--- config.mk ---
export PLATFORM = sky130hd
export DESIGN_NAME = frm_irq_queue
export DESIGN_NICKNAME = d
export VERILOG_FILES = /design/src/rtl/frm_irq_pkg.sv /design/src/rtl/frm_evq.sv /design/src/rtl/frm_thr_cnt.sv /design/src/rtl/frm_irq_queue.sv
export SDC_FILE = /design/constraint.sdc
export NUM_CORES = 1
export LEC_CHECK = 0
export ABC_CLOCK_PERIOD_IN_PS = 2350
export BUFFER_PORTS_ARGS = -buffer_cell sky130_fd_sc_hd__buf_2
export CAP_MARGIN = 20
export CORE_UTILIZATION = 28
export DETAILED_ROUTE_END_ITERATION = 7
export PLACE_DENSITY = 0.46
export SLEW_MARGIN = 0
export SYNTH_ARGS = -nofsm -noshare
export SYNTH_HDL_FRONTEND = slang
export SYNTH_SLANG_ARGS = --single-unit
export TNS_END_PERCENT = 30
--- constraint.sdc ---
create_clock -name clk -period 2.35 [get_ports clk]
set_input_delay 0.47 -clock clk [delete_from_list [all_inputs] [get_ports clk]]
set_output_delay 0.47 -clock clk [all_outputs]
set_load 0.01 [all_outputs]
--- src/rtl/frm_irq_pkg.sv ---
package frm_irq_pkg;
    localparam int CODE_W  = 4;
    localparam int ENTRY_W = 32;
    localparam int V_BIT   = 31;
    localparam int W_BIT   = 30;
    localparam int RXF_BIT = 29;
    localparam int CODE_LO = 24;

    typedef enum logic [2:0] {
        ST_IDLE,
        ST_READ,
        ST_EVAL,
        ST_HOLD,
        ST_WRITE
    } q_state_e;
endpackage

--- src/rtl/frm_evq.sv ---
module frm_evq #(
    parameter int W     = 11,
    parameter int DEPTH = 4
) (
    input  logic         clk,
    input  logic         rst_n,
    input  logic         flush,
    input  logic         push,
    input  logic [W-1:0] din,
    input  logic         pop,
    output logic [W-1:0] dout,
    output logic         empty,
    output logic         full
);
    localparam int AW = (DEPTH > 1) ? $clog2(DEPTH) : 1;
    localparam int CW = $clog2(DEPTH + 1);

    logic [W-1:0]  slot [DEPTH];
    logic [AW-1:0] rd_q, wr_q;
    logic [CW-1:0] cnt_q;
    logic          do_push, do_pop;

    assign empty   = (cnt_q == '0);
    assign full    = (cnt_q == CW'(DEPTH));
    assign do_push = push && !full;
    assign do_pop  = pop && !empty;
    assign dout    = slot[rd_q];

    always_ff @(posedge clk) begin
        if (do_push) slot[wr_q] <= din;
    end

    always_ff @(posedge clk or negedge rst_n) begin
        if (!rst_n) begin
            rd_q  <= '0;
            wr_q  <= '0;
            cnt_q <= '0;
        end else if (flush) begin
            rd_q  <= '0;
            wr_q  <= '0;
            cnt_q <= '0;
        end else begin
            if (do_push) wr_q <= (wr_q == AW'(DEPTH - 1)) ? '0 : wr_q + AW'(1);
            if (do_pop)  rd_q <= (rd_q == AW'(DEPTH - 1)) ? '0 : rd_q + AW'(1);
            unique case ({do_push, do_pop})
                2'b10:   cnt_q <= cnt_q + CW'(1);
                2'b01:   cnt_q <= cnt_q - CW'(1);
                default: cnt_q <= cnt_q;
            endcase
        end
    end
endmodule

--- src/rtl/frm_thr_cnt.sv ---
module frm_thr_cnt #(
    parameter int CNT_W = 8
) (
    input  logic             clk,
    input  logic             rst_n,
    input  logic             init,
    input  logic [CNT_W-1:0] thresh,
    input  logic             dec,
    output logic             hit
);
    logic [CNT_W-1:0] cnt_q;
    logic [CNT_W-1:0] eff_thr;

    // a zero threshold behaves as one frame per interrupt
    assign eff_thr = (thresh == '0) ? CNT_W'(1) : thresh;
    assign hit     = dec && (cnt_q <= CNT_W'(1));

    always_ff @(posedge clk or negedge rst_n) begin
        if (!rst_n) begin
            cnt_q <= '0;
        end else if (init) begin
            cnt_q <= eff_thr;
        end else if (dec) begin
            cnt_q <= hit ? eff_thr : cnt_q - CNT_W'(1);
        end
    end
endmodule

--- src/rtl/frm_irq_queue.sv ---
module frm_irq_queue
    import frm_irq_pkg::*;
#(
    parameter int ADDR_W    = 16,
    parameter int CH_W      = 6,
    parameter int CNT_W     = 8,
    parameter int QDEPTH    = 4,
    parameter int RETRY_CYC = 4
) (
    input  logic              clk,
    input  logic              rst_n,
    input  logic              cfg_init,
    input  logic [ADDR_W-1:0] cfg_base,
    input  logic [CNT_W-1:0]  cfg_thresh,
    input  logic              irq_en,
    input  logic              evt_valid,
    input  logic              evt_rxf,
    input  logic [3:0]        evt_code,
    input  logic [CH_W-1:0]   evt_chan,
    input  logic              irq_ack,
    output logic              mem_req,
    output logic              mem_wr,
    output logic [ADDR_W-1:0] mem_addr,
    output logic [31:0]       mem_wdata,
    input  logic [31:0]       mem_rdata,
    input  logic              mem_ack,
    output logic              gint,
    output logic              ovf
);
    localparam int EV_W  = 1 + CODE_W + CH_W;
    localparam int PAD_W = CODE_LO - CH_W;
    localparam int HC_W  = $clog2(RETRY_CYC + 1);

    q_state_e          state_q, state_d;
    logic [ADDR_W-1:0] base_q, ptr_q;
    logic              rd_v_q, rd_w_q;
    logic [HC_W-1:0]   hold_q;
    logic              gint_q, ovf_q;

    logic [EV_W-1:0]   q_din, q_dout;
    logic              q_empty, q_full, q_push, q_pop;
    logic              cur_rxf;
    logic [3:0]        cur_code;
    logic [CH_W-1:0]   cur_chan;
    logic              wr_done, cnt_hit, evt_take, evt_drop;

    assign evt_take = evt_valid && irq_en && !cfg_init;
    assign evt_drop = evt_take && q_full;
    assign q_push   = evt_take;
    assign q_din    = {evt_rxf, evt_code, evt_chan};
    assign {cur_rxf, cur_code, cur_chan} = q_dout;
    assign wr_done  = (state_q == ST_WRITE) && mem_ack;
    assign q_pop    = wr_done;

    frm_evq #(.W(EV_W), .DEPTH(QDEPTH)) evq_i (
        .clk   (clk),
        .rst_n (rst_n),
        .flush (cfg_init),
        .push  (q_push),
        .din   (q_din),
        .pop   (q_pop),
        .dout  (q_dout),
        .empty (q_empty),
        .full  (q_full)
    );

    frm_thr_cnt #(.CNT_W(CNT_W)) thr_i (
        .clk    (clk),
        .rst_n  (rst_n),
        .init   (cfg_init),
        .thresh (cfg_thresh),
        .dec    (wr_done && cur_rxf),
        .hit    (cnt_hit)
    );

    // next-state logic
    always_comb begin
        state_d = state_q;
        unique case (state_q)
            ST_IDLE:  if (!q_empty)        state_d = ST_READ;
            ST_READ:  if (mem_ack)         state_d = ST_EVAL;
            ST_EVAL:  state_d = rd_v_q ? ST_HOLD : ST_WRITE;
            ST_HOLD:  if (hold_q == '0)    state_d = ST_READ;
            ST_WRITE: if (mem_ack)         state_d = ST_IDLE;
            default:                       state_d = ST_IDLE;
        endcase
        if (cfg_init) state_d = ST_IDLE;
    end

    // state register
    always_ff @(posedge clk or negedge rst_n) begin
        if (!rst_n) state_q <= ST_IDLE;
        else        state_q <= state_d;
    end

    // outputs
    always_comb begin
        mem_req   = (state_q == ST_READ) || (state_q == ST_WRITE);
        mem_wr    = (state_q == ST_WRITE);
        mem_addr  = ptr_q;
        mem_wdata = {1'b1, rd_w_q, cur_rxf, 1'b0, cur_code,
                     {PAD_W{1'b0}}, cur_chan};
        gint      = gint_q;
        ovf       = ovf_q;
    end

    // pointer, captured slot bits, retry timer and flags
    always_ff @(posedge clk or negedge rst_n) begin
        if (!rst_n) begin
            base_q <= '0;
            ptr_q  <= '0;
            rd_v_q <= 1'b0;
            rd_w_q <= 1'b0;
            hold_q <= '0;
            gint_q <= 1'b0;
            ovf_q  <= 1'b0;
        end else if (cfg_init) begin
            base_q <= {cfg_base[ADDR_W-1:2], 2'b00};
            ptr_q  <= {cfg_base[ADDR_W-1:2], 2'b00};
            rd_v_q <= 1'b0;
            rd_w_q <= 1'b0;
            hold_q <= '0;
            gint_q <= 1'b0;
            ovf_q  <= 1'b0;
        end else begin
            if (state_q == ST_READ && mem_ack) begin
                rd_v_q <= mem_rdata[V_BIT];
                rd_w_q <= mem_rdata[W_BIT];
            end
            if (state_q == ST_EVAL && rd_v_q) begin
                ovf_q  <= 1'b1;
                hold_q <= HC_W'(RETRY_CYC - 1);
            end
            if (state_q == ST_HOLD && hold_q != '0) hold_q <= hold_q - HC_W'(1);
            if (evt_drop) ovf_q <= 1'b1;
            if (wr_done) ptr_q <= rd_w_q ? base_q : ptr_q + ADDR_W'(4);
            if (wr_done && (cnt_hit || !cur_rxf)) gint_q <= 1'b1;
            else if (irq_ack)                     gint_q <= 1'b0;
        end
    end
endmodule

==> results.tsv, run 1 <==
stage	metric	value	unit
run_status	outcome	completed	
clocking	cts_root_buffer	sky130_fd_sc_hd__clkbuf_16	
yosys	synth_cells	437	
clocking	cts_num_sinks	97	
drt	wl_per_cell	15.4	um
worst_setup_path	worst_ep_required_time	1.88	ns
floorplan	coreArea	17400	sq um
floorplan	floorplan.rows	48	
global_routing	grt_pass1_vias	3460	
final_layout	final_core_util	33.9	%
final_layout	antennaDiodeCount	0	
clocking	cts_tree	done	
drt	post_drt_via_cell_ratio	4.84	
timing	finalHoldViolations	0	
placed_design	dpl.hpwl	7.82	mm
clocking	post_cts.resized_instances	0	
drt	1st_iter_drt_viols	168	
clocking	cts_hold_repair.buffers	0	
drt	totalWireLength	11.4	mm
clocking	post_cts_buffers	0	
global_routing	grt_max_degree	67	
global_routing	grt_pass1_wl	18.4	mm
clocking	insertion_delay	0.35	ns
drt	dr.pass1.iters	4	
drt	detailroute.via_count	3576	
final_layout	post_route_cells_drive_above_1_share	25.3	%
placed_design	post_placement_setup_slack	0.199	ns
worst_setup_path	reg2regPathDepth	7	
timing	finClkSkew	0.00677	ns
drt	drt.antenna.violating_nets	0	
timing	max_freq	0.459	GHz
timing	maxSlewViolCount	0	
worst_setup_path	ff2ff_setup_slack	0.27	ns
worst_setup_path	capturing_point_of_the_worst_reg2reg_path	evq_i.cnt_q[2]$_DFFE_PN0P_	
global_routing	grt.total_usage	13.2	%
yosys	number_of_enable_type_register_cells_in_the_synthesized_netlist	44	
global_routing	grt_total_ovfl	0	
yosys	synthTopCellsByArea	sky130_fd_sc_hd__dfrtp_1, sky130_fd_sc_hd__edfxtp_1, sky130_fd_sc_hd__mux4_2, sky130_fd_sc_hd__buf_4, sky130_fd_sc_hd__o21ai_0	
yosys	postSynth.topFlopCell	sky130_fd_sc_hd__dfrtp_1	
yosys	synth_seq_cells	97	
hold_path	hold_path.class	primary input to asynchronous set/reset pin	
yosys	synth.cells.most_frequent	sky130_fd_sc_hd__dfrtp_1, sky130_fd_sc_hd__edfxtp_1, sky130_fd_sc_hd__o21ai_0, sky130_fd_sc_hd__nand2_1, sky130_fd_sc_hd__inv_1	
timing	final_number_of_setup_violating_endpoints	0	
final_layout	nNetsFinal	594	
yosys	synthesis.area	4980	sq um
yosys	yosysSeqAreaShare	53.1	%
timing	postLayoutSetupSlackWorst	0.172	ns
worst_setup_path	critical_path.startpoint_type	flip-flop	
timing	grt_setup_unrepaired	false	
floorplan	io_pins	126	
yosys	async_reset_ff_share	54.6	%
clocking	cts_buffer_depth	2	
yosys	synth.avg_cell_area	11.4	sq um
floorplan	dieWidth	135	um
placed_design	port_buffers	71	
worst_setup_path	worstPathArrival	1.71	ns
yosys	yosysTopAreaCellShare	26.6	%
final_layout	area.growth.synth_to_final	18.2	%
global_routing	grt_antenna_before_repair	0	
flow_run	drv_cap	0	
power	ir_drop	0.352	mV
timing	worst_slew_pin_tran	0.881	ns
drt	drc_viols	0	
power	powerDensity	687	nW/um^2
yosys	synth_largest_area_cell	sky130_fd_sc_hd__dfrtp_1	
worst_setup_path	crit_path_end_kind	output port	
yosys	synth.most_common_cell	sky130_fd_sc_hd__dfrtp_1	
clocking	clk_pin_slew	0.07	ns
clocking	cts_inserted_buffers	9	
yosys	yosys_warning_total	0	
placed_design	place.gp.congestion	0.753	
floorplan	floorplan.die_area	18300	sq um
timing	period_minus_slack	2.18	ns
timing	timing.final.crit_share	92.7	%
timing	fin_tns_setup	0	ns
final_layout	fillers	1764	
worst_setup_path	worst-setup-path-type	flip-flop to output port	
worst_setup_path	launching_point_of_the_worst_reg2reg_path	state_q[2]$_DFFE_PN0P_	
floorplan	die_h	135	um
timing	max_slew_margin	41.3	%
clocking	ctsHtreeMaxLevel	3	
power	cellLeakagePower	2.38	nW
floorplan	initial_core_util	28.7	%
yosys	synth_cell_types	65	
worst_setup_path	worst-path-max-fanout	13	
-- per-layer routing --
metal | wire [um] | vias up | GRT usage (%)
met4 | 122 | 0 | 4.00
met1 | 5330 | 1764 | 17.5
met2 | 5380 | 86 | 20.7
li1 | - | 1717 | -
met5 | 0 | - | 0
met3 | 561 | 9 | 3.78
-- placed cells by master (no fill, tap or decap), types with 4 or more instances in the layout --
master                      instances
sky130_fd_sc_hd__a21oi_1           23
sky130_fd_sc_hd__a22oi_1            5
sky130_fd_sc_hd__and3_1            10
sky130_fd_sc_hd__buf_2             71
sky130_fd_sc_hd__buf_4             13
sky130_fd_sc_hd__clkbuf_16          9
sky130_fd_sc_hd__conb_1            22
sky130_fd_sc_hd__dfrtp_1           53
sky130_fd_sc_hd__edfxtp_1          44
sky130_fd_sc_hd__ha_1              10
sky130_fd_sc_hd__inv_1             28
sky130_fd_sc_hd__mux2_2             7
sky130_fd_sc_hd__mux2i_1           11
sky130_fd_sc_hd__mux4_2            11
sky130_fd_sc_hd__nand2_1           30
sky130_fd_sc_hd__nand3_1            5
sky130_fd_sc_hd__nand4_1            4
sky130_fd_sc_hd__nor2_1            26
sky130_fd_sc_hd__nor2b_1            8
sky130_fd_sc_hd__nor3_1             8
sky130_fd_sc_hd__nor4_1             6
sky130_fd_sc_hd__o211ai_1           4
sky130_fd_sc_hd__o21ai_0           32
sky130_fd_sc_hd__o22ai_1            4
sky130_fd_sc_hd__o41ai_1            4
sky130_fd_sc_hd__or3_1              5
-- sequential cells by signal (all words and copies together), names as in the netlist --
signal	count
evq_i.cnt_q	3
ovf	1
hold_q	3
gint	1
rd_v_q	1
evq_i.rd_q	2
mem_addr	14
rd_w_q	1
base_q	14
state_q	3
evq_i.slot	44
evq_i.wr_q	2
thr_i.cnt_q	8
-- report_power, final --
group	switching, mW	internal [mW]	leakage (nW)	total, mW
sequential	0.105	1.87	1.07	1.97
clock	0.712	0.853	0.152	1.57
combinational	0.285	0.221	1.16	0.507
-- through the flow --
step                instance area (sq um)  hold slack [ns]  std cells  power, mW
floorplan                            5060            0.174        457       2.34
global placement                     5580            0.492        723       2.51
detailed placement                   5580            0.501        723       2.52
CTS                                  5890            0.119        739       4.10
global route                         5890            0.135        739       4.25
finish                               5890           0.0953        739       4.04
-- cells by family after synthesis --
group	after synthesis	share of synthesized area (%)
and+or+nand+nor	118	12.4
AOI/OAI and AO/OA	103	14.2
DFF	97	53.1
buffers and inverters	74	7.66
muxes	29	8.76
adders and majority gates	11	2.91
xor gates and xnor gates	3	0.803
other	2	0.151
-- final cells by class --
class,count,area (sq um),area share [%]
clock buffers,10,229,3.89
clock inverters,6,83.8,1.42
inverters,28,105,1.78
multi-input cells,286,2030,34.5
flip-flops and latches,97,2650,44.9
well taps,225,282,4.78
repair buffers,87,513,8.71
-- how the worst max path moves through the flow --
stage                          startpoint                    endpoint  slack (ns)  cells after the start
2_1_floorplan  evq_i.cnt_q[1]$_DFFE_PN0P_  evq_i.cnt_q[2]$_DFFE_PN0P_        0.16                      7
3_3_place_gp                      mem_ack  evq_i.cnt_q[2]$_DFFE_PN0P_        0.24                      8
3_5_place_dp                      mem_ack  evq_i.cnt_q[2]$_DFFE_PN0P_        0.20                      8
4_1_cts         evq_i.rd_q[0]$_DFFE_PN0P_               mem_wdata[24]        0.11                      3
5_1_grt        evq_i.cnt_q[1]$_DFFE_PN0P_  evq_i.cnt_q[2]$_DFFE_PN0P_        0.02                      7
6_report        evq_i.rd_q[0]$_DFFE_PN0P_                mem_wdata[1]        0.17                      3
-- worst max-delay path: stages (launching register included) --
cell	delay, ns
sky130_fd_sc_hd__dfrtp_1	0.38
sky130_fd_sc_hd__buf_4	0.28
sky130_fd_sc_hd__mux4_2	0.55
sky130_fd_sc_hd__buf_2	0.16
Note: power is estimated with default switching activity, not from simulation.
==> inputs of run 2 (changes only) <==
--- a/config.mk
+++ b/config.mk
@@ -5,6 +5,7 @@
 export SDC_FILE = /design/constraint.sdc
 export NUM_CORES = 1
 export LEC_CHECK = 0
+export ABC_AREA = 1
 export ABC_CLOCK_PERIOD_IN_PS = 2350
 export BUFFER_PORTS_ARGS = -buffer_cell sky130_fd_sc_hd__buf_2
 export CAP_MARGIN = 20
==> run 2 against run 1 <==
Effect of this change: worst hold slack gained 0.035 ns; via count rose by 12%; combinational power rose by 100%; flip-flop and latch count did not move; wire length up 2.8%; synthesized cell count is 33% higher; sequential power grew 8%; clock power fell by 9.6%; first-iteration DRC count shrank 16%; register-to-register slack better by 0.12 ns; power increased by 13%; largest power group unchanged.
==> results.tsv, run 2 <==
stage	metric	value	unit
run_status	outcome	completed	
timing	maxSlewViolCount	0	
drt	1st_iter_drt_viols	141	
drt	post_drt_via_cell_ratio	4.52	
timing	timing.final.crit_share	88.3	%
clocking	cts_hold_repair.buffers	0	
timing	finClkSkew	0.00536	ns
yosys	synth.avg_cell_area	8.64	sq um
worst_setup_path	slowest_library_cell_on_the_worst_path	sky130_fd_sc_hd__dfrtp_1	
drt	drt.antenna.violating_nets	0	
worst_setup_path	cp-startpoint	evq_i.rd_q[1]$_DFFE_PN0P_	
drt	detailroute.via_count	4004	
worst_setup_path	worst-path-max-fanout	12	
timing	period_minus_slack	2.08	ns
flow_run	drv_cap	0	
clocking	cts_num_sinks	97	
worst_setup_path	critPathBufInv	2	
global_routing	grt_max_degree	56	
floorplan	die_h	136	um
global_routing	grt_antenna_before_repair	0	
final_layout	final_area	5860	sq um
global_routing	grt_pass1_vias	3771	
worst_setup_path	cells_along_the_critical_path	inv_1, o21ai_0, o22ai_1, buf_2	
yosys	yosys_warning_total	0	
worst_setup_path	worstPathArrival	1.61	ns
yosys	synthesis.area	5040	sq um
yosys	async_reset_ff_share	54.6	%
floorplan	coreArea	17400	sq um
yosys	synth.cells.most_frequent	sky130_fd_sc_hd__nand2_1, sky130_fd_sc_hd__nor2_1, sky130_fd_sc_hd__inv_1, sky130_fd_sc_hd__o21ai_0, sky130_fd_sc_hd__dfrtp_1	
final_layout	most_frequent_standard_cell_in_the_layout_excluding_fill_and_tap_cells	sky130_fd_sc_hd__nand2_1	
clocking	post_cts_buffers	0	
worst_setup_path	reg2regPathDepth	11	
yosys	synth.most_common_cell	sky130_fd_sc_hd__nand2_1	
timing	final_number_of_setup_violating_endpoints	0	
worst_setup_path	crit_path_end_kind	output port	
timing	worst_slack_on_hold_paths	0.131	ns
floorplan	dieWidth	136	um
floorplan	io_pins	126	
timing	finalHoldViolations	0	
final_layout	nNetsFinal	741	
final_layout	largest_reg_flops	44	
final_layout	fillers	1839	
worst_setup_path	critical_path.startpoint_type	flip-flop	
yosys	yosysSeqAreaShare	52.6	%
clocking	cts_tree	done	
timing	max_freq	0.482	GHz
global_routing	grt.total_usage	13.4	%
worst_setup_path	launching_point_of_the_worst_reg2reg_path	evq_i.cnt_q[1]$_DFFE_PN0P_	
worst_setup_path	critPathTopFamily	buffers and inverters	
placed_design	dpl-instance-area	5580	sq um
timing	fin_tns_setup	0	ns
yosys	postSynth.topFlopCell	sky130_fd_sc_hd__dfrtp_1	
yosys	yosysTopAreaCellShare	26.3	%
clocking	cts_inserted_buffers	9	
timing	worst_slew_pin_tran	0.618	ns
yosys	synth_cells	583	
clocking	cts_buffer_depth	2	
power	power.total	4.57	mW
drt	wl_per_cell	13.2	um
yosys	number_of_enable_type_register_cells_in_the_synthesized_netlist	44	
yosys	synth_seq_cells	97	
final_layout	area.growth.synth_to_final	16.4	%
clocking	post_cts.resized_instances	0	
hold_path	hold_path.class	primary input to asynchronous set/reset pin	
clocking	ctsHtreeMaxLevel	3	
placed_design	dpl.hpwl	8.03	mm
floorplan	floorplan.die_area	18500	sq um
final_layout	layout_common_cells	sky130_fd_sc_hd__nand2_1, sky130_fd_sc_hd__buf_2, sky130_fd_sc_hd__nor2_1, sky130_fd_sc_hd__inv_1, sky130_fd_sc_hd__o21ai_0	
drt	dr.pass1.iters	4	
worst_setup_path	worst-setup-path-type	flip-flop to output port	
power	ir_drop	0.299	mV
final_layout	antennaDiodeCount	0	
drt	totalWireLength	11.7	mm
placed_design	port_buffers	71	
global_routing	grt_total_ovfl	0	
yosys	synthTopCellsByArea	sky130_fd_sc_hd__dfrtp_1, sky130_fd_sc_hd__edfxtp_1, sky130_fd_sc_hd__nand2_1, sky130_fd_sc_hd__o21ai_0, sky130_fd_sc_hd__nor2_1	
timing	grt_setup_unrepaired	false	
worst_setup_path	ff2ff_setup_slack	0.39	ns
global_routing	grt_pass1_wl	19.0	mm
worst_setup_path	capturing_point_of_the_worst_reg2reg_path	evq_i.cnt_q[2]$_DFFE_PN0P_	
final_layout	max_flop_register	evq_i.slot	
drt	drc_viols	0	
power	powerDensity	780	nW/um^2
worst_setup_path	cp-endpoint	mem_wdata[3]	
floorplan	initial_core_util	28.9	%
yosys	synth_cell_types	36	
worst_setup_path	worst_ep_required_time	1.88	ns
placed_design	place.gp.congestion	0.813	
clocking	insertion_delay	0.34	ns
worst_setup_path	worst-path-stages	4	
yosys	synth_largest_area_cell	sky130_fd_sc_hd__dfrtp_1	
floorplan	floorplan.rows	48	
clocking	cts_root_buffer	sky130_fd_sc_hd__clkbuf_16	
clocking	clk_pin_slew	0.06	ns
timing	max_slew_margin	58.8	%
worst_setup_path	critPathMaxStageDelay	0.37	ns
power	cellLeakagePower	2.69	nW
final_layout	post_route_cells_drive_above_1_share	17.3	%
[run 2: changes by cell type after synthesis, moves of 6 or more]
cell                      change
sky130_fd_sc_hd__mux2_2       -7
sky130_fd_sc_hd__nor2_1      +37
sky130_fd_sc_hd__and3_1      -10
sky130_fd_sc_hd__o21ai_0     +22
sky130_fd_sc_hd__mux4_2      -11
sky130_fd_sc_hd__inv_1       +31
sky130_fd_sc_hd__nand3_1     +35
sky130_fd_sc_hd__nand2_1     +87
sky130_fd_sc_hd__nor2b_1      -8
sky130_fd_sc_hd__mux2i_1     -11
sky130_fd_sc_hd__a21oi_1     +10
sky130_fd_sc_hd__o22ai_1      +8
sky130_fd_sc_hd__nor4_1       -6
[run 2: cells by family (layout without fill, tap and decap cells)]
family                   after synthesis  count (layout)  share of synthesized area (%)
flip-flops                            97              97                           52.6
adder cells (fa/ha/maj)               11              11                           2.88
AO/OA/AOI/OAI                        113             113                           12.1
buffers and inverters                106             163                           10.1
AND/OR/NAND/NOR                      247             247                           21.0
other                                  2              22                          0.149
XOR/XNOR                               7               7                           1.22
[run 2: worst min-delay path by stage]
stage,slack (ns),depth (start not counted),end,from
after floorplan,0.17,0,base_q[10]$_DFFE_PN0P_,rst_n
after CTS,0.15,1,base_q[14]$_DFFE_PN0P_,rst_n
after global placement,0.45,2,base_q[2]$_DFFE_PN0P_,base_q[2]$_DFFE_PN0P_
after global routing,0.18,1,base_q[14]$_DFFE_PN0P_,rst_n
after detailed placement,0.46,2,base_q[10]$_DFFE_PN0P_,base_q[10]$_DFFE_PN0P_
final,0.13,1,base_q[14]$_DFFE_PN0P_,rst_n
[run 2: layout make-up]
type                       count  area (sq um)  area share, %
clock buffer                  11           233           3.97
timing repair buffer          85           460           7.86
inverter                      63           236           4.04
tap                          225           282           4.80
multi-input combinational    400          1960           33.4
sequential                    97          2650           45.2
clock inverter                 4          45.0          0.769
[run 2: metal layers]
layer	vias up	GRT usage, %	part of all wire (%)
li1	2027	-	-
met1	1882	17.6	47
met2	85	21.3	47
met3	10	2.98	4.5
met4	0	5.43	1.3
met5	-	0	0
[run 2: report_power, final]
part | leakage, nW | internal, mW | switching [mW]
Clock | 0.131 | 0.813 | 0.607
Sequential | 1.05 | 1.95 | 0.167
Combinational | 1.51 | 0.379 | 0.653
Total | 2.69 | 3.15 | 1.43
[run 2: per-stage QoR]
step                      utilization (%)  setup WS (ns)  std cells
final                                33.6          0.274        885
after global routing                 33.6          0.138        885
after CTS                            33.6          0.225        885
after detailed placement             32.1          0.293        870
after global placement               32.1          0.332        870
after floorplan                         -          0.529        603
==> inputs of run 3 (changes only) <==
--- a/config.mk
+++ b/config.mk
@@ -10,6 +10,7 @@
 export BUFFER_PORTS_ARGS = -buffer_cell sky130_fd_sc_hd__buf_2
 export CAP_MARGIN = 20
 export CORE_UTILIZATION = 28
+export CTS_BUF_LIST = sky130_fd_sc_hd__clkbuf_16
 export DETAILED_ROUTE_END_ITERATION = 7
 export PLACE_DENSITY = 0.46
 export SLEW_MARGIN = 0
==> run 3 against run 2 <==
Effect of this change: utilization did not move; die area did not move; combinational power barely moved; largest cell class unchanged; via count did not move; maximum frequency barely moved; global-route usage did not move; sequential power barely moved; critical path type unchanged; clock power barely moved; critical path depth did not move; clock skew barely moved.
==> results.tsv, run 3 (synthesis results as in run 2) <==
stage	metric	value	unit
timing	period_minus_slack	2.08	ns
drt	drc_viols	0	
global_routing	grt_max_degree	56	
floorplan	io_pins	126	
placed_design	dpl-instance-area	5580	sq um
flow_run	drv_cap	0	
worst_setup_path	critical_path.startpoint_type	flip-flop	
drt	detailroute.via_count	4004	
timing	worst_slew_pin_tran	0.618	ns
final_layout	area.growth.synth_to_final	16.4	%
global_routing	grt_total_ovfl	0	
floorplan	dieWidth	136	um
placed_design	dpl.hpwl	8.03	mm
floorplan	die_h	136	um
worst_setup_path	crit_path_end_kind	output port	
global_routing	grt_antenna_before_repair	0	
timing	final_number_of_setup_violating_endpoints	0	
floorplan	coreArea	17400	sq um
power	power.total	4.56	mW
clocking	post_cts_buffers	0	
timing	timing.final.crit_share	88.4	%
clocking	ctsHtreeMaxLevel	3	
timing	grt_setup_unrepaired	false	
drt	wl_per_cell	13.2	um
floorplan	floorplan.die_area	18500	sq um
drt	1st_iter_drt_viols	141	
final_layout	most_frequent_standard_cell_in_the_layout_excluding_fill_and_tap_cells	sky130_fd_sc_hd__nand2_1	
drt	post_drt_via_cell_ratio	4.52	
final_layout	antennaDiodeCount	0	
drt	drt.antenna.violating_nets	0	
clocking	cts_buffer_depth	2	
global_routing	grt_pass1_vias	3771	
clocking	clk_pin_slew	0.06	ns
final_layout	max_flop_register	evq_i.slot	
final_layout	final_area	5860	sq um
clocking	insertion_delay	0.34	ns
power	powerDensity	779	nW/um^2
worst_setup_path	worst-path-max-fanout	12	
power	cellLeakagePower	2.69	nW
global_routing	grt_pass1_wl	19.0	mm
placed_design	place.gp.congestion	0.813	
worst_setup_path	worst-setup-path-type	flip-flop to output port	
timing	maxSlewViolCount	0	
worst_setup_path	worst_ep_required_time	1.88	ns
clocking	cts_inserted_buffers	9	
timing	max_freq	0.482	GHz
worst_setup_path	worstPathArrival	1.61	ns
timing	finalHoldViolations	0	
timing	fin_tns_setup	0	ns
floorplan	initial_core_util	28.9	%
timing	finClkSkew	0.00536	ns
placed_design	port_buffers	71	
power	ir_drop	0.299	mV
global_routing	grt.total_usage	13.4	%
drt	dr.pass1.iters	4	
clocking	cts_hold_repair.buffers	0	
hold_path	hold_path.class	primary input to asynchronous set/reset pin	
clocking	post_cts.resized_instances	0	
final_layout	layout_common_cells	sky130_fd_sc_hd__nand2_1, sky130_fd_sc_hd__buf_2, sky130_fd_sc_hd__nor2_1, sky130_fd_sc_hd__inv_1, sky130_fd_sc_hd__o21ai_0	
final_layout	nNetsFinal	741	
run_status	outcome	completed	
clocking	cts_root_buffer	sky130_fd_sc_hd__clkbuf_16	
clocking	cts_num_sinks	97	
final_layout	post_route_cells_drive_above_1_share	17.3	%
clocking	cts_tree	done	
drt	totalWireLength	11.7	mm
timing	max_slew_margin	58.8	%
floorplan	floorplan.rows	48	
final_layout	largest_reg_flops	44	
[run 3: cell count changes in the layout (fill, tap and decap cells not counted)]
cell,previous run,this run
sky130_fd_sc_hd__inv_1,59,61
sky130_fd_sc_hd__clkbuf_1,2,0
[run 3: worst paths after layout]
| check | startpoint | to | slack, ns | cells past startpoint |
|---|---|---|---|---|
| worst max-delay path | evq_i.rd_q[1]$_DFFE_PN0P_ | mem_wdata[3] | 0.27 | 4 |
| worst min-delay path | rst_n | base_q[14]$_DFFE_PN0P_ | 0.13 | 1 |
| worst max register to register | evq_i.cnt_q[1]$_DFFE_PN0P_ | evq_i.cnt_q[2]$_DFFE_PN0P_ | 0.39 | 11 |
| worst min register to register | base_q[10]$_DFFE_PN0P_ | base_q[10]$_DFFE_PN0P_ | 0.48 | 2 |
| max in group asynchronous | rst_n | thr_i.cnt_q[6]$_DFFE_PN0P_ | 1.56 | 2 |
| min in group clk | evt_chan[1] | evq_i.slot[3][1]$_DFFE_PP_ | 0.34 | 1 |
[run 3: metrics by stage]
stage / setup slack (ns) / hold slack, ns / utilization (%) / cells
2_1_floorplan: 0.529 / 0.174 / - / 603
5_1_grt: 0.138 / 0.182 / 33.6 / 885
6_report: 0.274 / 0.131 / 33.6 / 885
3_5_place_dp: 0.293 / 0.462 / 32.1 / 870
3_3_place_gp: 0.332 / 0.450 / 32.1 / 870
4_1_cts: 0.224 / 0.150 / 33.6 / 885
[run 3: layout make-up]
cell class / count / area [sq um]
clock buffers: 9 / 225
clock inverters: 6 / 52.6
fillers: 1839 / 11600
inverters: 63 / 236
multi-input cells: 400 / 1960
flip-flops and latches: 97 / 2650
well taps: 225 / 282
repair buffers: 85 / 460
[run 3: worst max-delay path, cell delays in order, from the launching register on]
cell                      delay [ns]
sky130_fd_sc_hd__dfrtp_1        0.37
sky130_fd_sc_hd__inv_1          0.33
sky130_fd_sc_hd__o21ai_0        0.17
sky130_fd_sc_hd__o22ai_1        0.21
sky130_fd_sc_hd__buf_2          0.18
[run 3: routing by layer]
| layer | track usage, % | wire, um | part of all wire, % | vias to the layer above |
|---|---|---|---|---|
| li1 | - | - | - | 2027 |
| met4 | 5.43 | 149 | 1.3 | 0 |
| met2 | 21.3 | 5530 | 47 | 85 |
| met3 | 2.98 | 532 | 4.5 | 10 |
| met5 | 0 | 0 | 0 | - |
| met1 | 17.6 | 5490 | 47 | 1882 |
[run 3: power by group]
group / leakage, nW / internal (mW) / total [mW] / switching (mW)
logic: 1.51 / 0.379 / 1.03 / 0.653
registers: 1.05 / 1.95 / 2.12 / 0.167
clock network: 0.139 / 0.804 / 1.41 / 0.608
total: 2.69 / 3.14 / 4.56 / 1.43
